File: src/rtl/timer_pkg.sv
package timer_pkg;

    localparam int unsigned REG_W = 32;
    localparam int unsigned PSC_W = 3;
    localparam int unsigned DIV_W = (1 << PSC_W) - 1;

    localparam logic [7:0] OFS_CTRL   = 8'h10;
    localparam logic [7:0] OFS_COUNT  = 8'h14;
    localparam logic [7:0] OFS_LIMIT  = 8'h18;
    localparam logic [7:0] OFS_EVSTAT = 8'h1C;
    localparam logic [7:0] OFS_CH0CTL = 8'h20;
    localparam logic [7:0] OFS_CH0CMP = 8'h24;

    localparam int unsigned CM_LSB      = 3;
    localparam int unsigned OVF_BIT     = 7;
    localparam int unsigned CH_MODE_LSB = 2;
    localparam int unsigned CH_IE_BIT   = 6;
    localparam int unsigned CH_FLAG_BIT = 7;
    localparam int unsigned EV_CH0_BIT  = 0;

    localparam logic [3:0] CHM_SWCMP = 4'h4;

    typedef enum logic [1:0] {
        CM_STOP = 2'd0,
        CM_TICK = 2'd1,
        CM_RSV2 = 2'd2,
        CM_RSV3 = 2'd3
    } clk_mode_e;

    typedef struct packed {
        logic             ovf;
        clk_mode_e        cm;
        logic [PSC_W-1:0] psc;
    } ctrl_t;

    typedef struct packed {
        logic       flag;
        logic       ie;
        logic [3:0] mode;
    } chctl_t;

    // sticky flag update: a set on the same edge beats a clear
    function automatic logic w1c_next(input logic cur, input logic set, input logic clr);
        return set | (cur & ~clr);
    endfunction

    // low bits of the divider that must all be ones for a tick
    function automatic logic [DIV_W-1:0] psc_mask(input logic [PSC_W-1:0] psc);
        logic [DIV_W:0] one_hot;
        one_hot = (DIV_W + 1)'(1) << psc;
        return DIV_W'(one_hot - 1'b1);
    endfunction

    function automatic logic [REG_W-1:0] ctrl_word(input ctrl_t c);
        logic [REG_W-1:0] w;
        w              = '0;
        w[PSC_W-1:0]   = c.psc;
        w[CM_LSB +: 2] = c.cm;
        w[OVF_BIT]     = c.ovf;
        return w;
    endfunction

    function automatic logic [REG_W-1:0] chctl_word(input chctl_t c);
        logic [REG_W-1:0] w;
        w                   = '0;
        w[CH_MODE_LSB +: 4] = c.mode;
        w[CH_IE_BIT]        = c.ie;
        w[CH_FLAG_BIT]      = c.flag;
        return w;
    endfunction

endpackage

File: src/rtl/timer_prescale.sv
module timer_prescale
    import timer_pkg::*;
(
    input  logic             clk,
    input  logic             rst,
    input  logic             run,
    input  logic             restart,
    input  logic [PSC_W-1:0] psc,
    output logic             tick
);

    logic [DIV_W-1:0] div_q;
    logic [DIV_W-1:0] mask;

    assign mask = psc_mask(psc);
    assign tick = run && !restart && ((div_q & mask) == mask);

    always_ff @(posedge clk) begin
        if (rst || !run || restart) begin
            div_q <= '0;
        end else begin
            div_q <= div_q + 1'b1;
        end
    end

endmodule

File: src/rtl/timer_counter.sv
module timer_counter #(
    parameter int unsigned CNT_W = 32
) (
    input  logic             clk,
    input  logic             rst,
    input  logic             tick,
    input  logic             clear,
    input  logic [CNT_W-1:0] limit,
    output logic [CNT_W-1:0] cnt_q,
    output logic [CNT_W-1:0] cnt_nxt,
    output logic             advance,
    output logic             wrap
);

    assign advance = tick && !clear;
    assign wrap    = advance && (cnt_q == limit);
    assign cnt_nxt = wrap ? '0 : cnt_q + 1'b1;

    always_ff @(posedge clk) begin
        if (rst || clear) begin
            cnt_q <= '0;
        end else if (advance) begin
            cnt_q <= cnt_nxt;
        end
    end

endmodule

File: src/rtl/timer_channel.sv
module timer_channel
    import timer_pkg::*;
#(
    parameter int unsigned CNT_W = 32
) (
    input  logic             clk,
    input  logic             rst,
    input  logic             ctl_wr,
    input  logic             cmp_wr,
    input  logic             stat_clr,
    input  logic [REG_W-1:0] wdata,
    input  logic             advance,
    input  logic [CNT_W-1:0] cnt_nxt,
    output chctl_t           ctl_q,
    output logic [CNT_W-1:0] cmp_q,
    output logic             irq
);

    logic hit;
    logic clr;

    assign hit = advance && (ctl_q.mode == CHM_SWCMP) && (cnt_nxt == cmp_q);
    assign clr = (ctl_wr && wdata[CH_FLAG_BIT]) || stat_clr;
    assign irq = ctl_q.flag && ctl_q.ie;

    always_ff @(posedge clk) begin
        if (rst) begin
            ctl_q <= '0;
            cmp_q <= '0;
        end else begin
            ctl_q.flag <= w1c_next(ctl_q.flag, hit, clr);
            if (ctl_wr) begin
                ctl_q.ie   <= wdata[CH_IE_BIT];
                ctl_q.mode <= wdata[CH_MODE_LSB +: 4];
            end
            if (cmp_wr) begin
                cmp_q <= wdata[CNT_W-1:0];
            end
        end
    end

endmodule

File: src/rtl/cmp_timer.sv
module cmp_timer
    import timer_pkg::*;
#(
    parameter int unsigned CNT_W  = 32,
    parameter int unsigned ADDR_W = 8
) (
    input  logic              clk,
    input  logic              rst,
    input  logic              bus_sel,
    input  logic              bus_we,
    input  logic [ADDR_W-1:0] bus_addr,
    input  logic [REG_W-1:0]  bus_wdata,
    output logic [REG_W-1:0]  bus_rdata,
    output logic              bus_ready,
    output logic              irq
);

    logic acc_wr;
    logic wr_ctrl, wr_count, wr_limit, wr_evstat, wr_chctl, wr_chcmp;

    ctrl_t            ctrl_q;
    logic [CNT_W-1:0] limit_q;
    logic             run;
    logic             tick;
    logic [CNT_W-1:0] cnt_q, cnt_nxt;
    logic             advance, wrap;
    chctl_t           ch_ctl;
    logic [CNT_W-1:0] ch_cmp;
    logic             ch_flag;
    logic [3:0]       ch_mode;
    logic [REG_W-1:0] rd_mux;
    logic [REG_W-1:0] rdata_q;
    logic             ready_q;

    assign acc_wr    = bus_sel && bus_we;
    assign wr_ctrl   = acc_wr && (bus_addr == ADDR_W'(OFS_CTRL));
    assign wr_count  = acc_wr && (bus_addr == ADDR_W'(OFS_COUNT));
    assign wr_limit  = acc_wr && (bus_addr == ADDR_W'(OFS_LIMIT));
    assign wr_evstat = acc_wr && (bus_addr == ADDR_W'(OFS_EVSTAT));
    assign wr_chctl  = acc_wr && (bus_addr == ADDR_W'(OFS_CH0CTL));
    assign wr_chcmp  = acc_wr && (bus_addr == ADDR_W'(OFS_CH0CMP));

    assign run = (ctrl_q.cm == CM_TICK);

    timer_prescale u_psc (
        .clk     (clk),
        .rst     (rst),
        .run     (run),
        .restart (wr_count),
        .psc     (ctrl_q.psc),
        .tick    (tick)
    );

    timer_counter #(.CNT_W(CNT_W)) u_cnt (
        .clk     (clk),
        .rst     (rst),
        .tick    (tick),
        .clear   (wr_count),
        .limit   (limit_q),
        .cnt_q   (cnt_q),
        .cnt_nxt (cnt_nxt),
        .advance (advance),
        .wrap    (wrap)
    );

    timer_channel #(.CNT_W(CNT_W)) u_ch0 (
        .clk      (clk),
        .rst      (rst),
        .ctl_wr   (wr_chctl),
        .cmp_wr   (wr_chcmp),
        .stat_clr (wr_evstat && bus_wdata[EV_CH0_BIT]),
        .wdata    (bus_wdata),
        .advance  (advance),
        .cnt_nxt  (cnt_nxt),
        .ctl_q    (ch_ctl),
        .cmp_q    (ch_cmp),
        .irq      (irq)
    );

    assign ch_flag = ch_ctl.flag;
    assign ch_mode = ch_ctl.mode;

    always_ff @(posedge clk) begin
        if (rst) begin
            ctrl_q  <= '0;
            limit_q <= '1;
        end else begin
            if (wr_ctrl) begin
                ctrl_q.psc <= bus_wdata[PSC_W-1:0];
                ctrl_q.cm  <= clk_mode_e'(bus_wdata[CM_LSB +: 2]);
            end
            ctrl_q.ovf <= w1c_next(ctrl_q.ovf, wrap, wr_ctrl && bus_wdata[OVF_BIT]);
            if (wr_limit) begin
                limit_q <= bus_wdata[CNT_W-1:0];
            end
        end
    end

    always_comb begin
        rd_mux = '0;
        case (bus_addr)
            ADDR_W'(OFS_CTRL):   rd_mux = ctrl_word(ctrl_q);
            ADDR_W'(OFS_COUNT):  rd_mux = REG_W'(cnt_q);
            ADDR_W'(OFS_LIMIT):  rd_mux = REG_W'(limit_q);
            ADDR_W'(OFS_EVSTAT): rd_mux = REG_W'(ch_flag) << EV_CH0_BIT;
            ADDR_W'(OFS_CH0CTL): rd_mux = chctl_word(ch_ctl);
            ADDR_W'(OFS_CH0CMP): rd_mux = REG_W'(ch_cmp);
            default:             rd_mux = '0;
        endcase
    end

    always_ff @(posedge clk) begin
        if (rst) begin
            ready_q <= 1'b0;
            rdata_q <= '0;
        end else begin
            ready_q <= bus_sel;
            if (bus_sel && !bus_we) begin
                rdata_q <= rd_mux;
            end
        end
    end

    assign bus_ready = ready_q;
    assign bus_rdata = rdata_q;

endmodule

File: config.mk
export PLATFORM = sky130hd
export DESIGN_NAME = cmp_timer
export DESIGN_NICKNAME = d
export VERILOG_FILES = /design/src/rtl/timer_pkg.sv /design/src/rtl/timer_prescale.sv /design/src/rtl/timer_counter.sv /design/src/rtl/timer_channel.sv /design/src/rtl/cmp_timer.sv
export SDC_FILE = /design/constraint.sdc
export NUM_CORES = 1
export LEC_CHECK = 0
export ABC_AREA = 1
export BUFFER_PORTS_ARGS = -buffer_cell sky130_fd_sc_hd__buf_2
export CORE_MARGIN = 5
export CORE_UTILIZATION = 55
export CTS_CLUSTER_DIAMETER = 40
export DETAILED_ROUTE_END_ITERATION = 8
export PLACE_DENSITY = 0.82
export REMOVE_ABC_BUFFERS = 1
export SETUP_SLACK_MARGIN = 0.3
export SLEW_MARGIN = 20
export SYNTH_ARGS = -nofsm -noshare
export SYNTH_HDL_FRONTEND = slang
export SYNTH_SLANG_ARGS = --single-unit
File: constraint.sdc
create_clock -name clk -period 4.25 [get_ports clk]
set_input_delay 1.275 -clock clk [delete_from_list [all_inputs] [get_ports clk]]
set_output_delay 1.275 -clock clk [all_outputs]
set_load 0.03 [all_outputs]
==> results.rst <==
.. list-table::
   :header-rows: 1

   * - Metric
     - Value
   * - Outcome
     - finished clean
   * - Final period utilization
     - 71.62%
   * - Power per standard cell area
     - 331.5 mW/mm^2
   * - Half-perimeter wire length after placement
     - 16.77 mm
   * - Slack of the critical path
     - 1.206 ns
   * - Area growth, synth to finish
     - 13.70%
   * - Worst setup EP type
     - register
   * - IO buf count
     - 77
   * - Final hold violation count
     - 0
   * - Nets@finish
     - 1318
   * - Core Rows
     - 43
   * - IO Count
     - 78
   * - TritonCTS clock tree
     - yes
   * - Library cells used by synthesis
     - 37
   * - Lkg Pwr
     - 3.777 nW
   * - Maximum count of clock buffers along a single path
     - 2
   * - Routed wire length
     - 23.52 mm
   * - Launch point of the worst hold path
     - u_psc.div_q[0]$_SDFF_PP0_
   * - Antenna violations before repair
     - 0
   * - First-pass GRT wire length
     - 38.52 mm
   * - Yosys warning total
     - 0
   * - Max_cap viols
     - 0
   * - Type of origin of the critical path
     - input port
   * - Average via count per standard cell
     - 5.554
   * - Internal Dissipation
     - 2.322 mW
   * - Reg2reg start
     - u_cnt.cnt_q[0]$_SDFFE_PP0P_
   * - Register-to-register setup slack
     - 1.41 ns
   * - Area of the mapped netlist
     - 0.007870 sq mm
   * - Final routed DRC violation total
     - 0
   * - Pin count of the biggest net entering global routing
     - 64
   * - Max transition margin
     - 36.00%
   * - Required time of the worst setup path
     - 4.61 ns
   * - Maximum ir drop on the vdd rail
     - 0.3629 mV
   * - Sw power
     - 0.6451 mW
   * - Switching power share of the total
     - 21.74%
   * - Clock share of power
     - 49.9%
   * - Top post-synthesis cells by count
     - 397 x sky130_fd_sc_hd__nand2_1, 148 x sky130_fd_sc_hd__dfxtp_1, 128 x sky130_fd_sc_hd__inv_1
   * - Die footprint
     - 0.01680 sq mm
   * - Part of the total power dissipated in combinational logic
     - 3.2%
   * - Top post-synthesis cells by area
     - sky130_fd_sc_hd__dfxtp_1 38%, sky130_fd_sc_hd__nand2_1 19%, sky130_fd_sc_hd__a21oi_1 7.6%, sky130_fd_sc_hd__inv_1 6.1%, sky130_fd_sc_hd__o21ai_0 6.0%
   * - Clock input transition at the sequential cells of the worst setup and hold paths
     - 0.06 ns
   * - Total track usage
     - 29.08%
   * - Hold Slack
     - 0.4506 ns
   * - Gate count of the mapped netlist
     - 1219
   * - Cell type with the largest total area after synthesis
     - sky130_fd_sc_hd__dfxtp_1
   * - Fraction of final layout cells with drive strength greater than 1
     - 10.51%
   * - Die height
     - 129.6 um
   * - Number of antenna diodes
     - 0
   * - Number of synthesized flops with an enable pin
     - 0
   * - Number of synthesized register bits
     - 148
   * - Portion of synthesized cell area occupied by the leading cell type
     - 37.65%
   * - Routed vias
     - 8137
   * - Worst skew pair latency
     - 0.43 ns
   * - Post-layout minimum cycle time
     - 3.044 ns
   * - Routability cong.
     - 1.033
   * - Critical Path AT
     - 3.41 ns
   * - Wire length per cell after detailed routing
     - 16.05 um
   * - Classification of the worst-slack hold path
     - register to register
   * - Setup violators final
     - 0
   * - Effective utilization at floorplan
     - 56.48%
   * - Deepest level of the CTS H-tree
     - 4
   * - Buffers inserted by post-CTS timing repair
     - 0
   * - Root Buffer
     - sky130_fd_sc_hd__clkbuf_16
   * - Vias in the first global route
     - 7570
   * - Sequential cell fraction of total power
     - 46.9%
   * - Overflow left after global routing
     - 0
   * - Total negative slack for setup checks
     - 0 ns
   * - Slew at the pin with the worst max-slew slack
     - 0.9590 ns
   * - Highest net fanout along the worst path
     - 63
   * - Worst clock skew
     - 0.007054 ns
   * - Post-Place Setup Slack
     - 0.7899 ns
   * - Cts repair resizes
     - 0
   * - Router iterations before antenna repair
     - 5
   * - Post-Synthesis Mean Instance Area
     - 6.456 sq um
   * - Number of clock buffers inserted by TritonCTS
     - 17
   * - Antenna viol nets, final
     - 0
   * - Hold_buf cts
     - 0
   * - DRT iter0 DRCs
     - 833
   * - Top-count cell post-synth
     - sky130_fd_sc_hd__nand2_1
   * - Unrepaired setup endpoints after global routing
     - no
   * - Horizontal extent of the die
     - 129.6 um
   * - First element of the critical path
     - bus_sel
   * - Clock Sinks
     - 148
   * - Async S/R FF share, synth
     - 0%
   * - Fraction of the yosys area taken by sequential cells
     - 37.65%
   * - Achievable Freq
     - 328.5 MHz
   * - Fraction of the core area covered by cells at the end of the flow
     - 64.22%
   * - Count of pins over their slew limit
     - 0
   * - Path type of the worst setup path
     - input port to register
   * - Floorplan core area
     - 0.01393 sq mm
   * - Post-synth top flop
     - sky130_fd_sc_hd__dfxtp_1
layout make-up:
class                           instances  area (sq um)
Fill cell                            1282          4986
Multi-Input combinational cell        886          4193
Sequential cell                       148          2963
Timing Repair Buffer                   89         500.5
Inverter                              130         488.0
Clock buffer                           22         474.2
Tap cell                              180         225.2
Clock inverter                         10         105.1
worst max-delay path, cell delays in order:
cell                      delay, ns
sky130_fd_sc_hd__buf_2         0.10
sky130_fd_sc_hd__nand2_1       0.12
sky130_fd_sc_hd__inv_1         0.11
sky130_fd_sc_hd__nand3_1       0.14
sky130_fd_sc_hd__nand2_2       0.10
sky130_fd_sc_hd__nor2_8        0.13
sky130_fd_sc_hd__buf_4         0.49
sky130_fd_sc_hd__inv_1         0.16
sky130_fd_sc_hd__nor2_1        0.13
sky130_fd_sc_hd__nand2_1       0.06
sky130_fd_sc_hd__nor2_1        0.10
sky130_fd_sc_hd__nand2_1       0.06
sky130_fd_sc_hd__nor2_1        0.09
sky130_fd_sc_hd__nand3_1       0.08
sky130_fd_sc_hd__nor2_1        0.09
sky130_fd_sc_hd__nor2_1        0.04
sky130_fd_sc_hd__nor2_1        0.09
sequential cells by signal (all words and copies together) (netlist names):
register     cells
u_cnt.cnt_q     32
u_ch0.ctl_q      6
u_ch0.cmp_q     32
ctrl_q           6
u_psc.div_q      7
bus_ready        1
bus_rdata       32
limit_q         32
layer usage:
| metal | global-route usage, % | share of wire, % | up-vias |
|---|---|---|---|
| li1 | - | - | 4036 |
| met1 | 40.29 | 44 | 3687 |
| met2 | 44.62 | 44 | 367 |
| met3 | 6.513 | 9.6 | 47 |
| met4 | 10.57 | 2.6 | 0 |
| met5 | 0 | 0 | - |
cell usage in the layout (no fill, tap or decap), drive strengths merged:
cell type,count
a211oi,2
a21oi,119
a221oi,1
a31o,1
buf,89
bufinv,2
clkbuf,22
clkinv,7
clkinvlp,2
dfxtp,148
ha,2
inv,129
nand2,399
nand3,63
nand4,6
nor2,97
nor3,16
nor3b,1
nor4,1
o2111ai,2
o211ai,7
o21ai,96
o221ai,21
o22ai,4
or2,4
xnor2,22
xor2,22
worst paths after layout:
path                                                  end  cells after the start
worst min register to register  u_psc.div_q[0]$_SDFF_PP0_                      1
worst max register to register  u_ch0.ctl_q[5]$_SDFF_PP0_                     18
worst max-delay path            u_ch0.ctl_q[5]$_SDFF_PP0_                     17
worst min-delay path            u_psc.div_q[0]$_SDFF_PP0_                      1
per-stage QoR:
stage | area [sq um] | power, mW | std cells
after detailed placement | 8369 | 1.515 | 1433
after floorplan | 7634 | 1.460 | 1164
after CTS | 8949 | 2.979 | 1465
final | 8949 | 2.967 | 1465
after global routing | 8949 | 3.053 | 1465
after global placement | 8369 | 1.514 | 1433
power groups by stage:
stage	registers [mW]	logic (mW)	clock network [mW]
floorplan	1.42	0.0368	0
global placement	1.42	0.0922	0
detailed placement	1.42	0.0930	0
CTS	1.39	0.0936	1.49
global route	1.39	0.105	1.56
finish	1.39	0.0948	1.48
kinds of logic after synthesis:
group | after synthesis | share of synthesized area [%]
AND/OR/NAND/NOR | 587 | 30.30
AO/OA/AOI/OAI | 253 | 17.63
XOR/XNOR | 44 | 4.897
buffers and inverters | 185 | 9.205
flip-flops | 148 | 37.65
adder cells (fa/ha/maj) | 2 | 0.3179
Power figures use the tool's default switching activity.
